[src/rtl/lfsr_vtg_pkg.sv]
package lfsr_vtg_pkg;
   localparam int LFSR_W   = 16;
   localparam int NUM_REGS = 10;
   localparam logic [LFSR_W-1:0] LFSR_SEED = '1;

   // register selector values (order is decoded by the write port)
   typedef enum int {
      SEL_H_WRAP  = 0,
      SEL_HS_ON   = 1,
      SEL_HS_OFF  = 2,
      SEL_HA_ON   = 3,
      SEL_HA_OFF  = 4,
      SEL_V_WRAP  = 5,
      SEL_VS_ON   = 6,
      SEL_VS_OFF  = 7,
      SEL_VA_ON   = 8,
      SEL_VA_OFF  = 9
   } sel_e;

   function automatic logic [LFSR_W-1:0] lfsr_step(input logic [LFSR_W-1:0] s);
      return {s[14:0], s[15] ^ s[4] ^ s[2] ^ s[1]};
   endfunction

   function automatic logic [LFSR_W-1:0] lfsr_after(input int unsigned n);
      logic [LFSR_W-1:0] v;
      v = LFSR_SEED;
      for (int unsigned i = 0; i < n; i++) v = lfsr_step(v);
      return v;
   endfunction
endpackage

[src/rtl/lfsr_vtg_cfg.sv]
module lfsr_vtg_cfg #(
   parameter int W  = 16,
   parameter int N  = 10,
   parameter int SW = 4,
   parameter logic [N*W-1:0] RST_VAL = '0
) (
   input  logic                clk_i,
   input  logic                rst_ni,
   input  logic                we_i,
   input  logic [SW-1:0]       sel_i,
   input  logic [W-1:0]        data_i,
   input  logic                apply_i,
   output logic [N-1:0][W-1:0] act_o
);
   if (N > (1 << SW)) begin : g_bad_sel
      $error("selector too narrow for register count");
   end

   for (genvar g = 0; g < N; g++) begin : g_reg
      logic [W-1:0] pend_q;
      logic [W-1:0] act_q;
      always_ff @(posedge clk_i) begin
         if (!rst_ni) begin
            pend_q <= RST_VAL[g*W +: W];
            act_q  <= RST_VAL[g*W +: W];
         end else begin
            if (we_i && (sel_i == SW'(g))) pend_q <= data_i;
            if (apply_i) act_q <= pend_q;
         end
      end
      assign act_o[g] = act_q;
   end
endmodule

[src/rtl/lfsr_vtg_axis.sv]
module lfsr_vtg_axis
   import lfsr_vtg_pkg::*;
#(
   parameter int W    = 16,
   parameter int NWIN = 2
) (
   input  logic                   clk_i,
   input  logic                   rst_ni,
   input  logic                   adv_i,
   input  logic [W-1:0]           wrap_cmp_i,
   input  logic [NWIN-1:0][W-1:0] on_i,
   input  logic [NWIN-1:0][W-1:0] off_i,
   output logic                   wrap_o,
   output logic                   first_o,
   output logic [W-1:0]           cnt_o,
   output logic [NWIN-1:0]        live_o
);
   if (W != LFSR_W) begin : g_bad_w
      $error("feedback taps are defined for a 16-bit state only");
   end

   logic [W-1:0] cnt_q;

   assign wrap_o  = (cnt_q == wrap_cmp_i);
   assign first_o = (cnt_q == LFSR_SEED);
   assign cnt_o   = cnt_q;

   always_ff @(posedge clk_i) begin
      if (!rst_ni)    cnt_q <= LFSR_SEED;
      else if (adv_i) cnt_q <= wrap_o ? LFSR_SEED : lfsr_step(cnt_q);
   end

   // each window: opens on its start match, closes on its stop match,
   // and is forced shut when the counter wraps
   for (genvar w = 0; w < NWIN; w++) begin : g_win
      logic open_q;
      always_comb begin
         if (cnt_q == on_i[w])       live_o[w] = 1'b1;
         else if (cnt_q == off_i[w]) live_o[w] = 1'b0;
         else                        live_o[w] = open_q;
      end
      always_ff @(posedge clk_i) begin
         if (!rst_ni)    open_q <= 1'b0;
         else if (adv_i) open_q <= wrap_o ? 1'b0 : live_o[w];
      end
   end
endmodule

[src/rtl/lfsr_vtg.sv]
module lfsr_vtg
   import lfsr_vtg_pkg::*;
#(
   parameter int CNT_W       = 16,
   parameter bit SYNC_NEG    = 1'b0,
   parameter int H_TOTAL     = 16,
   parameter int H_SYNC_W    = 2,
   parameter int H_ACT_START = 4,
   parameter int H_ACT_W     = 10,
   parameter int V_TOTAL     = 8,
   parameter int V_SYNC_W    = 1,
   parameter int V_ACT_START = 2,
   parameter int V_ACT_W     = 5,
   localparam int SEL_W      = $clog2(NUM_REGS)
) (
   input  logic             clk_i,
   input  logic             rst_ni,
   input  logic             cfg_we_i,
   input  logic [SEL_W-1:0] cfg_sel_i,
   input  logic [CNT_W-1:0] cfg_data_i,
   output logic             hsync_o,
   output logic             vsync_o,
   output logic             de_o,
   output logic             frame_o
);
   if (CNT_W != LFSR_W) begin : g_bad_width
      $error("CNT_W must match the shift-register width");
   end
   if (H_TOTAL < 2 || H_SYNC_W + 1 >= H_TOTAL || H_ACT_START + H_ACT_W > H_TOTAL) begin : g_bad_h
      $error("horizontal defaults out of range");
   end
   if (V_TOTAL < 1 || V_SYNC_W >= V_TOTAL || V_ACT_START + V_ACT_W > V_TOTAL) begin : g_bad_v
      $error("vertical defaults out of range");
   end

   localparam logic [NUM_REGS*CNT_W-1:0] RST_CFG = {
      lfsr_after(V_ACT_START + V_ACT_W),
      lfsr_after(V_ACT_START),
      lfsr_after(V_SYNC_W),
      lfsr_after(0),
      lfsr_after(V_TOTAL - 1),
      lfsr_after(H_ACT_START + H_ACT_W),
      lfsr_after(H_ACT_START),
      lfsr_after(1 + H_SYNC_W),
      lfsr_after(1),
      lfsr_after(H_TOTAL - 1)
   };

   logic [NUM_REGS-1:0][CNT_W-1:0] act;
   logic             line_wrap, frame_wrap;
   logic             h_wrap, v_wrap, h_first, v_first;
   logic [CNT_W-1:0] h_cnt, v_cnt;
   logic [1:0]       h_live, v_live;
   logic             hs_lvl, vs_lvl;

   assign line_wrap  = h_wrap;
   assign frame_wrap = h_wrap & v_wrap;

   lfsr_vtg_cfg #(
      .W(CNT_W), .N(NUM_REGS), .SW(SEL_W), .RST_VAL(RST_CFG)
   ) u_cfg (
      .clk_i(clk_i), .rst_ni(rst_ni), .we_i(cfg_we_i), .sel_i(cfg_sel_i),
      .data_i(cfg_data_i), .apply_i(frame_wrap), .act_o(act)
   );

   // window 0 = sync, window 1 = active region
   lfsr_vtg_axis #(.W(CNT_W), .NWIN(2)) u_h (
      .clk_i(clk_i), .rst_ni(rst_ni), .adv_i(1'b1),
      .wrap_cmp_i(act[SEL_H_WRAP]),
      .on_i({act[SEL_HA_ON], act[SEL_HS_ON]}),
      .off_i({act[SEL_HA_OFF], act[SEL_HS_OFF]}),
      .wrap_o(h_wrap), .first_o(h_first), .cnt_o(h_cnt), .live_o(h_live)
   );

   lfsr_vtg_axis #(.W(CNT_W), .NWIN(2)) u_v (
      .clk_i(clk_i), .rst_ni(rst_ni), .adv_i(line_wrap),
      .wrap_cmp_i(act[SEL_V_WRAP]),
      .on_i({act[SEL_VA_ON], act[SEL_VS_ON]}),
      .off_i({act[SEL_VA_OFF], act[SEL_VS_OFF]}),
      .wrap_o(v_wrap), .first_o(v_first), .cnt_o(v_cnt), .live_o(v_live)
   );

   if (SYNC_NEG) begin : g_sync_neg
      assign hs_lvl = ~h_live[0];
      assign vs_lvl = ~v_live[0];
   end else begin : g_sync_pos
      assign hs_lvl = h_live[0];
      assign vs_lvl = v_live[0];
   end

   always_ff @(posedge clk_i) begin
      if (!rst_ni) begin
         hsync_o <= SYNC_NEG;
         vsync_o <= SYNC_NEG;
         de_o    <= 1'b0;
         frame_o <= 1'b0;
      end else begin
         hsync_o <= hs_lvl;
         vsync_o <= vs_lvl;
         de_o    <= h_live[1] & v_live[1];
         frame_o <= h_first & v_first;
      end
   end
endmodule

[config.mk]
export PLATFORM = sky130hd
export DESIGN_NAME = lfsr_vtg
export DESIGN_NICKNAME = d
export VERILOG_FILES = /design/src/rtl/lfsr_vtg_pkg.sv /design/src/rtl/lfsr_vtg_cfg.sv /design/src/rtl/lfsr_vtg_axis.sv /design/src/rtl/lfsr_vtg.sv
export SDC_FILE = /design/constraint.sdc
export NUM_CORES = 1
export LEC_CHECK = 0
export BUFFER_PORTS_ARGS = -buffer_cell sky130_fd_sc_hd__clkbuf_2
export CAP_MARGIN = 20
export CELL_PAD_IN_SITES_DETAIL_PLACEMENT = 1
export CELL_PAD_IN_SITES_GLOBAL_PLACEMENT = 1
export CORE_MARGIN = 2
export CORE_UTILIZATION = 51
export DETAILED_ROUTE_END_ITERATION = 10
export GPL_TIMING_DRIVEN = 0
export PLACE_DENSITY = 0.93
export SKIP_CTS_REPAIR_TIMING = 1
export SYNTH_ARGS = -nofsm -noshare
export SYNTH_HDL_FRONTEND = slang
export SYNTH_SLANG_ARGS = --single-unit
export TNS_END_PERCENT = 1
[constraint.sdc]
create_clock -name clk_i -period 3.05 [get_ports clk_i]
set_input_delay 0.1525 -clock clk_i [delete_from_list [all_inputs] [get_ports clk_i]]
set_output_delay 0.1525 -clock clk_i [all_outputs]
set_load 0.01 [all_outputs]
# [Yosys cells after proc, flatten, opt, wreduce, memory -nomap -nowiden]
# Index checks and enable logic that the tools add are counted.
[classes] mux=11 mul=0 n_eq_ne=21 magnitude_cmp=0 bitwise=10 n_addsub=0 div=0 shifts=0 n_reduce_logical=12
[op_table] cell="16-bit == test" n=10
[op_table] cell="16-bit == test (second input constant)" n=2
[op_table] cell="4-bit by 3-bit == test with 1-bit output (second input constant)" n=4
[op_table] cell="16-bit two-way mux" n=1
[op_table] cell="1-bit logical AND" n=10
[op_table] cell="1-bit two-way mux" n=10
[op_table] cell="4-bit by 2-bit == test with 1-bit output (second input constant)" n=2
[op_table] cell="4-bit == test (second input constant)" n=2
[op_table] cell="1-bit bitwise XOR" n=6
[op_table] cell="4-bit by 1-bit == test with 1-bit output (second input constant)" n=1
[op_table] cell="4-bit logical NOT" n=1
[op_table] cell="1-bit bitwise AND" n=3
[op_table] cell="2-bit OR reduction" n=1
[op_table] cell="1-bit inverter" n=1
[totals] rom_bits=0 out_inout_bits=4 input_bits=23 ff_bits=360 mem_count=0 ramBits=0 latchBits=0 wordCells=84

# [Logic depth before layout (Yosys ltp)]
# Gate-level depths: netlist of run 1.
[depth] ltp_word=4 ltp_mapped=10 mapped_depth_nobuf=6

# [Hierarchy]
# Synthesis of run 1 repeated with hierarchy kept, for this count alone.
[unflattened] cells_unflattened=1562 area_unflattened_um2=15436.1
[modules_own_cells] mod="lfsr_vtg_cfg" area_each_um2=11952.7 cells_per_inst=1136 instances=1 seq_area_each_um2=6406.1
[modules_own_cells] mod="lfsr_vtg_axis" area_each_um2=1682.9 cells_per_inst=208 instances=2 seq_area_each_um2=360.3
[modules_own_cells] mod="lfsr_vtg" area_each_um2=117.6 cells_per_inst=10 instances=1 seq_area_each_um2=80.1

# [Worst setup path before layout of run 1]
# Ideal clock, no wire load.
[synth_path] path_type="reg2reg" start="register u_h.cnt_q[0], in the netlist u_h.cnt_o[0]" end="register u_cfg.g_reg[5].act_q[2]" path_buffers=4 path_stages_with_launch=11 path_slack_ns=0.993 required_ns=2.913 arrival_ns=1.920 setup_time_ns=0.137 cell_sequence="dfxtp_1 -> clkbuf_1 -> xor2_1 -> nor4_1 -> nand4_1 -> or2_1 -> buf_2 -> buf_2 -> buf_2 -> nand2_1 -> nand3_1"
[synth_via] elab_chain_len=2
[synth_lines] item="from (decl)" line="lfsr_vtg_axis.sv:22" rtl="logic [W-1:0] cnt_q;"
[synth_lines] item="from (signal assigned)" line="lfsr_vtg_axis.sv:30" rtl="else if (adv_i) cnt_q <= wrap_o ? LFSR_SEED : lfsr_step(cnt_q);"
[synth_lines] item="16-bit == test" line="lfsr_vtg_axis.sv:24" rtl="assign wrap_o = (cnt_q == wrap_cmp_i);"
[synth_lines] item="1-bit bitwise AND" line="lfsr_vtg.sv:57" rtl="assign frame_wrap = h_wrap & v_wrap;"
[synth_lines] item="to (signal assigned)" line="lfsr_vtg_cfg.sv:25" rtl="act_q <= RST_VAL[g*W +: W];"
[synth_lines] item="to (signal assigned)" line="lfsr_vtg_cfg.sv:28" rtl="if (apply_i) act_q <= pend_q;"
[synth_lines] item="to (decl)" line="lfsr_vtg_cfg.sv:21" rtl="logic [W-1:0] act_q;"
# No other way between the ends.
# A chain may end at the register's enable or synchronous reset.

# [Worst setup path in the final report of run 1]
[layout_path] start="register u_v.cnt_q[10], in the netlist u_v.cnt_o[10]" end="register u_cfg.g_reg[1].act_q[12]"
[layout_via] elab_chain_len=2
[layout_lines] item="from (decl)" line="lfsr_vtg_axis.sv:22"
[layout_lines] item="from (signal assigned)" line="lfsr_vtg_axis.sv:30"
[layout_lines] item="16-bit == test" line="lfsr_vtg_axis.sv:24"
[layout_lines] item="1-bit bitwise AND" line="lfsr_vtg.sv:57"
[layout_lines] item="to (signal assigned)" line="lfsr_vtg_cfg.sv:25"
[layout_lines] item="to (signal assigned)" line="lfsr_vtg_cfg.sv:28"
[layout_lines] item="to (decl)" line="lfsr_vtg_cfg.sv:21"
# No other way between the ends.

==> out/results.tsv, run 1 <==
stage	metric	value	unit
sta	Final Critical Period	3.03	ns
power_and_ir_drop	Max VDD drop	532	uV
synth	Synth area leaders	dfxtp_1, nand2_1, nand3_1	
job	# Max-Cap Violations	0	
synth	Yosys top cell area share	49.8	%
grt	initial antenna violation count	4	
synth	dominant synthesized flop cell	dfxtp_1	
cts	H-tree depth	2	
worst_setup_path	CP dominant cell by count	buf_2	
worst_setup_path	WP depth	9	
drt	initial drt markers	1737	
status	status	completed	
sta	Final Hold Fails	0	
floorplanning	IO Pins	27	
floorplanning	Die Ht	172	um
grt	first-pass GRT wire length	88900	um
cells_and_area	filler instances	3362	
synth	Seq cells post-synth	360	
worst_setup_path	critical path launch point type	register	
worst_setup_path	R2R depth	9	
synth	Syn Nets	1819	
sta	Worst-Margin Slew	1.33	ns
synth	Synth Area in Adders	0	%
drt	Avg WL per Cell	26.4	um
hold_path	type of the worst min-delay path	in2reg	
cells_and_area	fin area	16300	sq um
grt	global route overflow	0	
sta	fmax	330	MHz
hold_path	hold depth	3	
grt	largest net degree at the start of global routing	14	
synth	post-synthesis compound-gate area fraction	3.84	%
sta	setup TNS	0	ns
floorplanning	die footprint	29700	sq um
synth	Synth Area in XOR/XNOR	10.1	%
sta	RSZ-0062 raised after global routing	no	
cts	CTS tree	built	
synth	Post-Syn Instances	1796	
placed_design	final estimated routing congestion in global placement	0.851	
cts	clock-pin slew of the registers on the worst-case setup and hold paths	0.06	ns
grt	GR Util All Layers	40.1	%
synth	syn_area_per_cell	8.05	sq um
power_and_ir_drop	Clock power frac	46.8	%
cells_and_area	fin nets	1870	
sta	Slew Viols, Final	0	
worst_setup_path	Required @ worst endpoint	3.44	ns
worst_setup_path	Buf+Inv Stages, Crit Path	3	
drt	DRT Wirelength	59300	um
sta	Period Utilization, post-route	99.3	%
synth	synthesized area	14500	sq um
drt	via count	13964	
placed_design	post-place instance area	15100	sq um
drt	via/cell ratio	6.20	
worst_setup_path	Worst setup EP type	register	
cells_and_area	P&R area growth vs syn	12.6	%
worst_setup_path	FF-to-FF Start	u_v.cnt_o[10]	
synth	post-synth cell types	35	
worst_setup_path	Slowest cell on crit path	dfxtp_1	
drt	DRC Markers	0	
synth	post-synthesis simple-gate area fraction	30.6	%
synth	cell taking the most area after synthesis	dfxtp_1	
drt	DRT antenna net count	0	
power_and_ir_drop	P_leak	0.00702	uW
worst_setup_path	CP cell instances	xor2_1 > nor4_1 > nand4_1 > or2_1 > buf_2 > buf_2 > buf_2 > nand2_1 > nand3_1	
cts	worst-case clock buffer depth	3	
worst_setup_path	Top delay family on crit path	simple AND/OR/NAND/NOR gates	
worst_setup_path	WP data arrival	3.42	ns
power_and_ir_drop	Sw Ratio	24.5	%
cts	Clock Tree Root	clkbuf_16	
power_and_ir_drop	P_sw	2400	uW
synth	Post-synth EDFFs	0	
synth	Seq/Total Area, Yosys	49.8	%
drt	first-pass iteration count of the detailed router	5	
worst_setup_path	crit-path max FO	10	
synth	asr flop ratio synth	0	%
placed_design	Port Buf Inserts	9	
floorplanning	Initial Utilization	51.9	%
cts	clock buffer count from CTS	37	
sta	Worst Skew	0.0470	ns
floorplanning	Core Area	27900	sq um
floorplanning	row count	61	
floorplanning	Die W	172	um
power_and_ir_drop	Int Power	7410	uW
sta	worst rel slew slack	11.6	%
cells_and_area	layout cells sized above 1	7.75	%
worst_setup_path	worst stage delay on the critical path	0.78	ns
power_and_ir_drop	register share of total power	48.8	%
cts	CTS Sinks	360	
synth	multiplexer area fraction after synthesis	1.04	%
worst_setup_path	kind of critical path	reg2reg	
hold_path	min-delay src	cfg_data_i[5]	
cells_and_area	post-layout util	58.4	%
synth	main combinational cell family by area after synthesis	simple AND/OR/NAND/NOR gates	
power_and_ir_drop	Overall Power	9820	uW
sta	WHS	0.0590	ns
cts	worst-skew pair later-pin latency	0.58	ns
placed_design	dpl hpwl	34600	um
synth	warnings from Yosys	0	
grt	number of global-route vias before repair	15001	
power_and_ir_drop	PD cells	603	nW/um^2
power_and_ir_drop	combinational power share	4.3	%
worst_setup_path	CP startpoint	u_v.cnt_o[10]	
sta	setup violators final	0	
==> path summary, 6_finish.rpt <==
| kind | slack [ns] | end |
|---|---|---|
| hold / removal | 0.06 | u_cfg.g_reg[6].pend_q[5] |
| setup / recovery | 0.02 | u_cfg.g_reg[1].act_q[12] |
| setup reg to reg | 0.02 | u_cfg.g_reg[1].act_q[12] |
| hold reg to reg | 0.47 | u_cfg.g_reg[2].pend_q[14] |
==> worst register-to-register path, cell delays in order, from the launching register on <==
cell and delay (ns):
dfxtp_1 0.78, xor2_1 0.18, nor4_1 0.30, nand4_1 0.33, or2_1 0.33, buf_2 0.18, buf_2 0.30, buf_2 0.27
nand2_1 0.12, nand3_1 0.09
==> synthesized netlist by cell type, types with 2 or more instances <==
library cell  count
o21ai_0           2
xor2_1          113
nand2b_1          3
nor3b_1           2
nor4_1           29
nor2_1            7
dfxtp_1         360
nand3_1         263
clkbuf_1        100
nand2_1         663
or4_1             2
a21oi_1           2
nand4_1          24
nor3_1            4
mux2i_1          15
or2_2            15
buf_2            42
a21boi_0         67
nand3b_1          4
and2_1            2
xnor2_1          53
buf_4             9
nor2b_1           3
==> cell families after synthesis <==
group | count (synthesis)
AOI/OAI and AO/OA | 75
xor gates and xnor gates | 166
buffers and inverters | 154
DFF | 360
muxes | 15
and+or+nand+nor | 1026
==> cell usage in the layout (no fill, tap or decap), types with 2 or more instances in the layout <==
master	instances
nor2_1	6
o21ai_0	2
xor2_1	113
clkbuf_8	5
nand2b_1	3
diode_2	3
clkbuf_16	39
clkbuf_1	102
a21oi_1	2
clkinv_2	5
mux2i_1	15
dfxtp_1	355
buf_2	41
nor2b_1	3
nand3_1	263
and2_1	2
buf_4	11
nand4_1	24
nand3b_1	4
xnor2_1	53
or2_2	15
clkbuf_2	9
dfxtp_2	5
nor3b_1	2
nor3_1	4
nor4_1	29
nand2_1	663
buf_8	10
or4_1	2
a21boi_0	67
==> layout make-up <==
type                            instances  area (sq um)  share of cell area [%]
Inverter                                1          3.75                  0.0231
Clock inverter                          7          63.8                   0.392
Antenna cell                            3          7.51                  0.0461
Buffer                                144           637                    3.91
Timing Repair Buffer                   21           210                    1.29
Tap cell                              378           473                    2.91
Sequential cell                       360          7210                    44.3
Multi-Input combinational cell       1282          6580                    40.4
Clock buffer                           55          1090                    6.67
==> power groups by stage <==
stage | sequential (uW) | clock (uW) | combinational, uW
3_3_place_gp | 4880 | 0 | 359
5_1_grt | 4790 | 4750 | 438
2_1_floorplan | 4880 | 0 | 218
6_report | 4790 | 4600 | 427
4_1_cts | 4780 | 4530 | 412
3_5_place_dp | 4880 | 0 | 395
==> stage by stage <==
stage | worst slack, ns | std cells
4_1_cts | -0.368 | 2253
5_1_grt | 0.0276 | 2250
3_5_place_dp | -0.207 | 2191
3_3_place_gp | -0.143 | 2183
6_report | 0.0223 | 2251
2_1_floorplan | 0.993 | 1796
==> routing by layer <==
layer / track usage, % / part of all wire, % / up-vias
met4: 28.5 / 7.3 / 0
met3: 9.16 / 9.6 / 306
met2: 66.0 / 47 / 928
met1: 46.1 / 36 / 6849
li1: - / - / 5881
met5: 0 / 0 / -
==> registers in the layout (all words and copies together) (netlist names), 2 cells and up <==
| name | count |
|---|---|
| u_h.cnt_o | 16 |
| u_cfg.g.pend_q | 160 |
| u_h.g_win.open_q | 2 |
| u_v.cnt_o | 16 |
| u_cfg.g.act_q | 160 |
| u_v.g_win.open_q | 2 |
No activity file was read; power rests on OpenSTA's default activity.
==> inputs of run 2 (changes only) <==
ABC_AREA = 1   (was not set)
CORE_UTILIZATION = 49   (was 51)
==> run 2 against run 1 <==
Against the previous run: critical endpoint is now u_cfg.g_reg[8].act_q[2]; cell area grew 6.7%; routed wire length grew 15%; critical path type unchanged; global-route usage is essentially flat; largest cell class unchanged; hold slack gained 0.079 ns.
==> out/results.tsv, run 2 <==
stage	metric	value	unit	change
sta	Final Critical Period	2.93	ns	-0.101 ns
grt	GR Util All Layers	40.1	%	about the same
placed_design	post-place instance area	16100	sq um	+6.3%
worst_setup_path	crit-path max FO	10		unchanged
cells_and_area	top flop regs	u_cfg.g.act_q: 160 flops, u_cfg.g.pend_q: 160 flops		
synth	syn_area_per_cell	7.03	sq um	-13%
worst_setup_path	Slowest cell on crit path	nor2_2		
placed_design	Port Buf Inserts	9		unchanged
floorplanning	die footprint	32800	sq um	+10%
cts	CTS tree	built		
synth	Post-Syn Instances	2187		+22%
grt	number of global-route vias before repair	17421		+16%
drt	via count	16400		+17%
drt	DRC Markers	0		unchanged
worst_setup_path	CP cell instances	buf_2 > inv_2 > nand2_1 > nand2_1 > inv_1 > nand2_1 > nor2_1 > nand2_1 > nor2_2 > nand2_4 > buf_2 > buf_6 > nand2_1 > nand3_1		
hold_path	WHS Endpoint	u_cfg.g_reg[6].pend_q[5]		
power_and_ir_drop	Sw Ratio	24.9	%	+0.41 points
sta	worst rel slew slack	10.8	%	-0.75 points
power_and_ir_drop	P_leak	0.00874	uW	+24%
cells_and_area	fin area	17400	sq um	+6.7%
cts	CTS Sinks	360		unchanged
worst_setup_path	kind of critical path	reg2reg		
worst_setup_path	Required @ worst endpoint	3.44	ns	about the same
synth	Seq cells post-synth	360		unchanged
worst_setup_path	Worst setup EP type	register		
grt	first-pass GRT wire length	101000	um	+14%
sta	Period Utilization, post-route	96.0	%	-3.3 points
sta	setup TNS	0	ns	unchanged
hold_path	hold depth	3		unchanged
synth	asr flop ratio synth	0	%	unchanged
synth	dominant synthesized flop cell	dfxtp_1		
cts	worst-case clock buffer depth	3		unchanged
synth	warnings from Yosys	0		unchanged
worst_setup_path	R2R depth	14		+5
drt	initial drt markers	1869		+7.6%
cells_and_area	most frequent cells in the layout	nand2_1, dfxtp_1, nand3_1		
grt	largest net degree at the start of global routing	14		unchanged
cts	worst-skew pair later-pin latency	0.57	ns	about the same
cells_and_area	leading cell type in the layout, fill and taps excluded	nand2_1		
power_and_ir_drop	Int Power	7610	uW	+2.7%
worst_setup_path	CP dominant cell by count	nand2_1		
sta	WHS	0.138	ns	+0.0788 ns
worst_setup_path	Buf+Inv Stages, Crit Path	5		+2
worst_setup_path	CP startpoint	u_v.cnt_o[12]		
synth	Syn Nets	2210		+21%
worst_setup_path	Top delay family on crit path	simple AND/OR/NAND/NOR gates		
cts	clock buffer count from CTS	39		+5.4%
worst_setup_path	FF-to-FF Start	u_v.cnt_o[12]		
synth	Yosys top cell area share	46.9	%	-3.0 points
sta	Final Hold Fails	0		unchanged
power_and_ir_drop	combinational power share	4.6	%	+0.3 points
cells_and_area	layout cells sized above 1	7.30	%	-0.46 points
cts	Clock Tree Root	clkbuf_16		
synth	most frequent cell after synthesis	nand2_1		
cells_and_area	P&R area growth vs syn	12.9	%	
synth	Seq/Total Area, Yosys	46.9	%	-3.0 points
placed_design	dpl hpwl	39100	um	+13%
power_and_ir_drop	PD cells	584	nW/um^2	-3.2%
sta	RSZ-0062 raised after global routing	no		
drt	DRT Wirelength	67900	um	+15%
drt	DRT antenna net count	0		unchanged
worst_setup_path	critical path launch point type	register		
drt	via/cell ratio	6.14		-1.1%
floorplanning	IO Pins	27		unchanged
cells_and_area	fin nets	2271		+21%
drt	Avg WL per Cell	25.4	um	-3.5%
synth	Synth area leaders	dfxtp_1, nand2_1, nand3_1		
power_and_ir_drop	register share of total power	47.2	%	-1.6 points
placed_design	final estimated routing congestion in global placement	0.910		+6.9%
worst_setup_path	reg-to-reg endpoint	u_cfg.g_reg[8].act_q[2]		
hold_path	min-delay src	cfg_data_i[5]		
grt	global route overflow	0		unchanged
hold_path	type of the worst min-delay path	in2reg		
cts	clock-pin slew of the registers on the worst-case setup and hold paths	0.06	ns	about the same
sta	Worst-Margin Slew	1.34	ns	+0.0112 ns
power_and_ir_drop	Max VDD drop	519	uV	-2.4%
worst_setup_path	WP data arrival	3.31	ns	-0.11 ns
synth	most frequent cells after synthesis	nand2_1, dfxtp_1, nand3_1		
power_and_ir_drop	Clock power frac	48.2	%	+1.4 points
floorplanning	Die W	181	um	+5.1%
synth	Post-synth EDFFs	0		unchanged
sta	Worst Skew	0.0436	ns	-0.00345 ns
floorplanning	Initial Utilization	50.0	%	-1.9 points
floorplanning	row count	64		+4.9%
sta	fmax	342	MHz	+3.4%
floorplanning	Die Ht	181	um	+5.1%
synth	post-synth cell types	27		-23%
job	# Max-Cap Violations	0		unchanged
drt	first-pass iteration count of the detailed router	8		+3
synth	cell taking the most area after synthesis	dfxtp_1		
worst_setup_path	r2r setup slk	0.12	ns	+0.10 ns
sta	setup violators final	0		unchanged
synth	synthesized area	15400	sq um	+6.4%
floorplanning	Core Area	30700	sq um	+10%
sta	Slew Viols, Final	0		unchanged
power_and_ir_drop	P_sw	2520	uW	+5.0%
worst_setup_path	worst stage delay on the critical path	0.43	ns	-0.35 ns
cts	H-tree depth	2		unchanged
status	status	completed		
grt	initial antenna violation count	2		-2
run 2: cell type report:
cell class | instances | area, sq um
antenna | 1 | 2.50
buffer | 149 | 753
clock buffer | 59 | 1170
clock inverter | 9 | 93.8
fill | 3975 | 13400
inverter | 149 | 559
multi-input combinational | 1529 | 6870
sequential | 360 | 7210
tap | 396 | 495
timing repair buffer | 20 | 218
run 2: stage by stage:
| step | worst slack [ns] | utilization [%] | cells | power (uW) |
|---|---|---|---|---|
| floorplan | 1.34 | - | 2187 | 5100 |
| global placement | 0.385 | 51.8 | 2592 | 5260 |
| detailed placement | 0.242 | 52.2 | 2600 | 5300 |
| CTS | 0.166 | 56.3 | 2668 | 10000 |
| global route | 0.0763 | 56.5 | 2671 | 10200 |
| finish | 0.123 | 56.5 | 2672 | 10100 |
run 2: worst min-delay path, cell delays in order:
cell and delay [ns]:
clkbuf_1 0.26, nand2_1 0.15, nand3_1 0.08
run 2: logic make-up (layout without fill, tap and decap cells):
| group | after synthesis | in the layout | synth area share, % |
|---|---|---|---|
| compound gates | 91 | 91 | 2.96 |
| xor+xnor | 102 | 102 | 5.86 |
| buf+inv | 298 | 386 | 8.52 |
| flops | 360 | 360 | 46.9 |
| other cells | 0 | 1 | 0 |
| simple gates | 1336 | 1336 | 35.8 |
run 2: power by group through the flow:
stage / combinational (uW) / clock [uW] / sequential, uW
after floorplan: 223 / 0 / 4880
after global placement: 371 / 0 / 4880
after detailed placement: 409 / 0 / 4890
after CTS: 431 / 4810 / 4790
after global routing: 478 / 4980 / 4790
final: 465 / 4880 / 4790
run 2: routing by layer:
metal  part of all wire, %  track usage [%]
met4                   6.8             25.5
met2                    45             64.6
met1                    36             47.3
met3                    12             11.1
met5                 0.024                0
run 2: worst max-delay path by stage:
stage / to / slack [ns] / cells past startpoint
finish: u_cfg.g_reg[8].act_q[2] / 0.12 / 14
global route: u_cfg.g_reg[6].act_q[4] / 0.08 / 14
CTS: u_cfg.g_reg[7].act_q[15] / 0.17 / 13
detailed placement: u_cfg.g_reg[6].act_q[5] / 0.24 / 14
global placement: u_cfg.g_reg[6].act_q[15] / 0.39 / 13
floorplan: u_cfg.g_reg[7].act_q[12] / 1.34 / 11
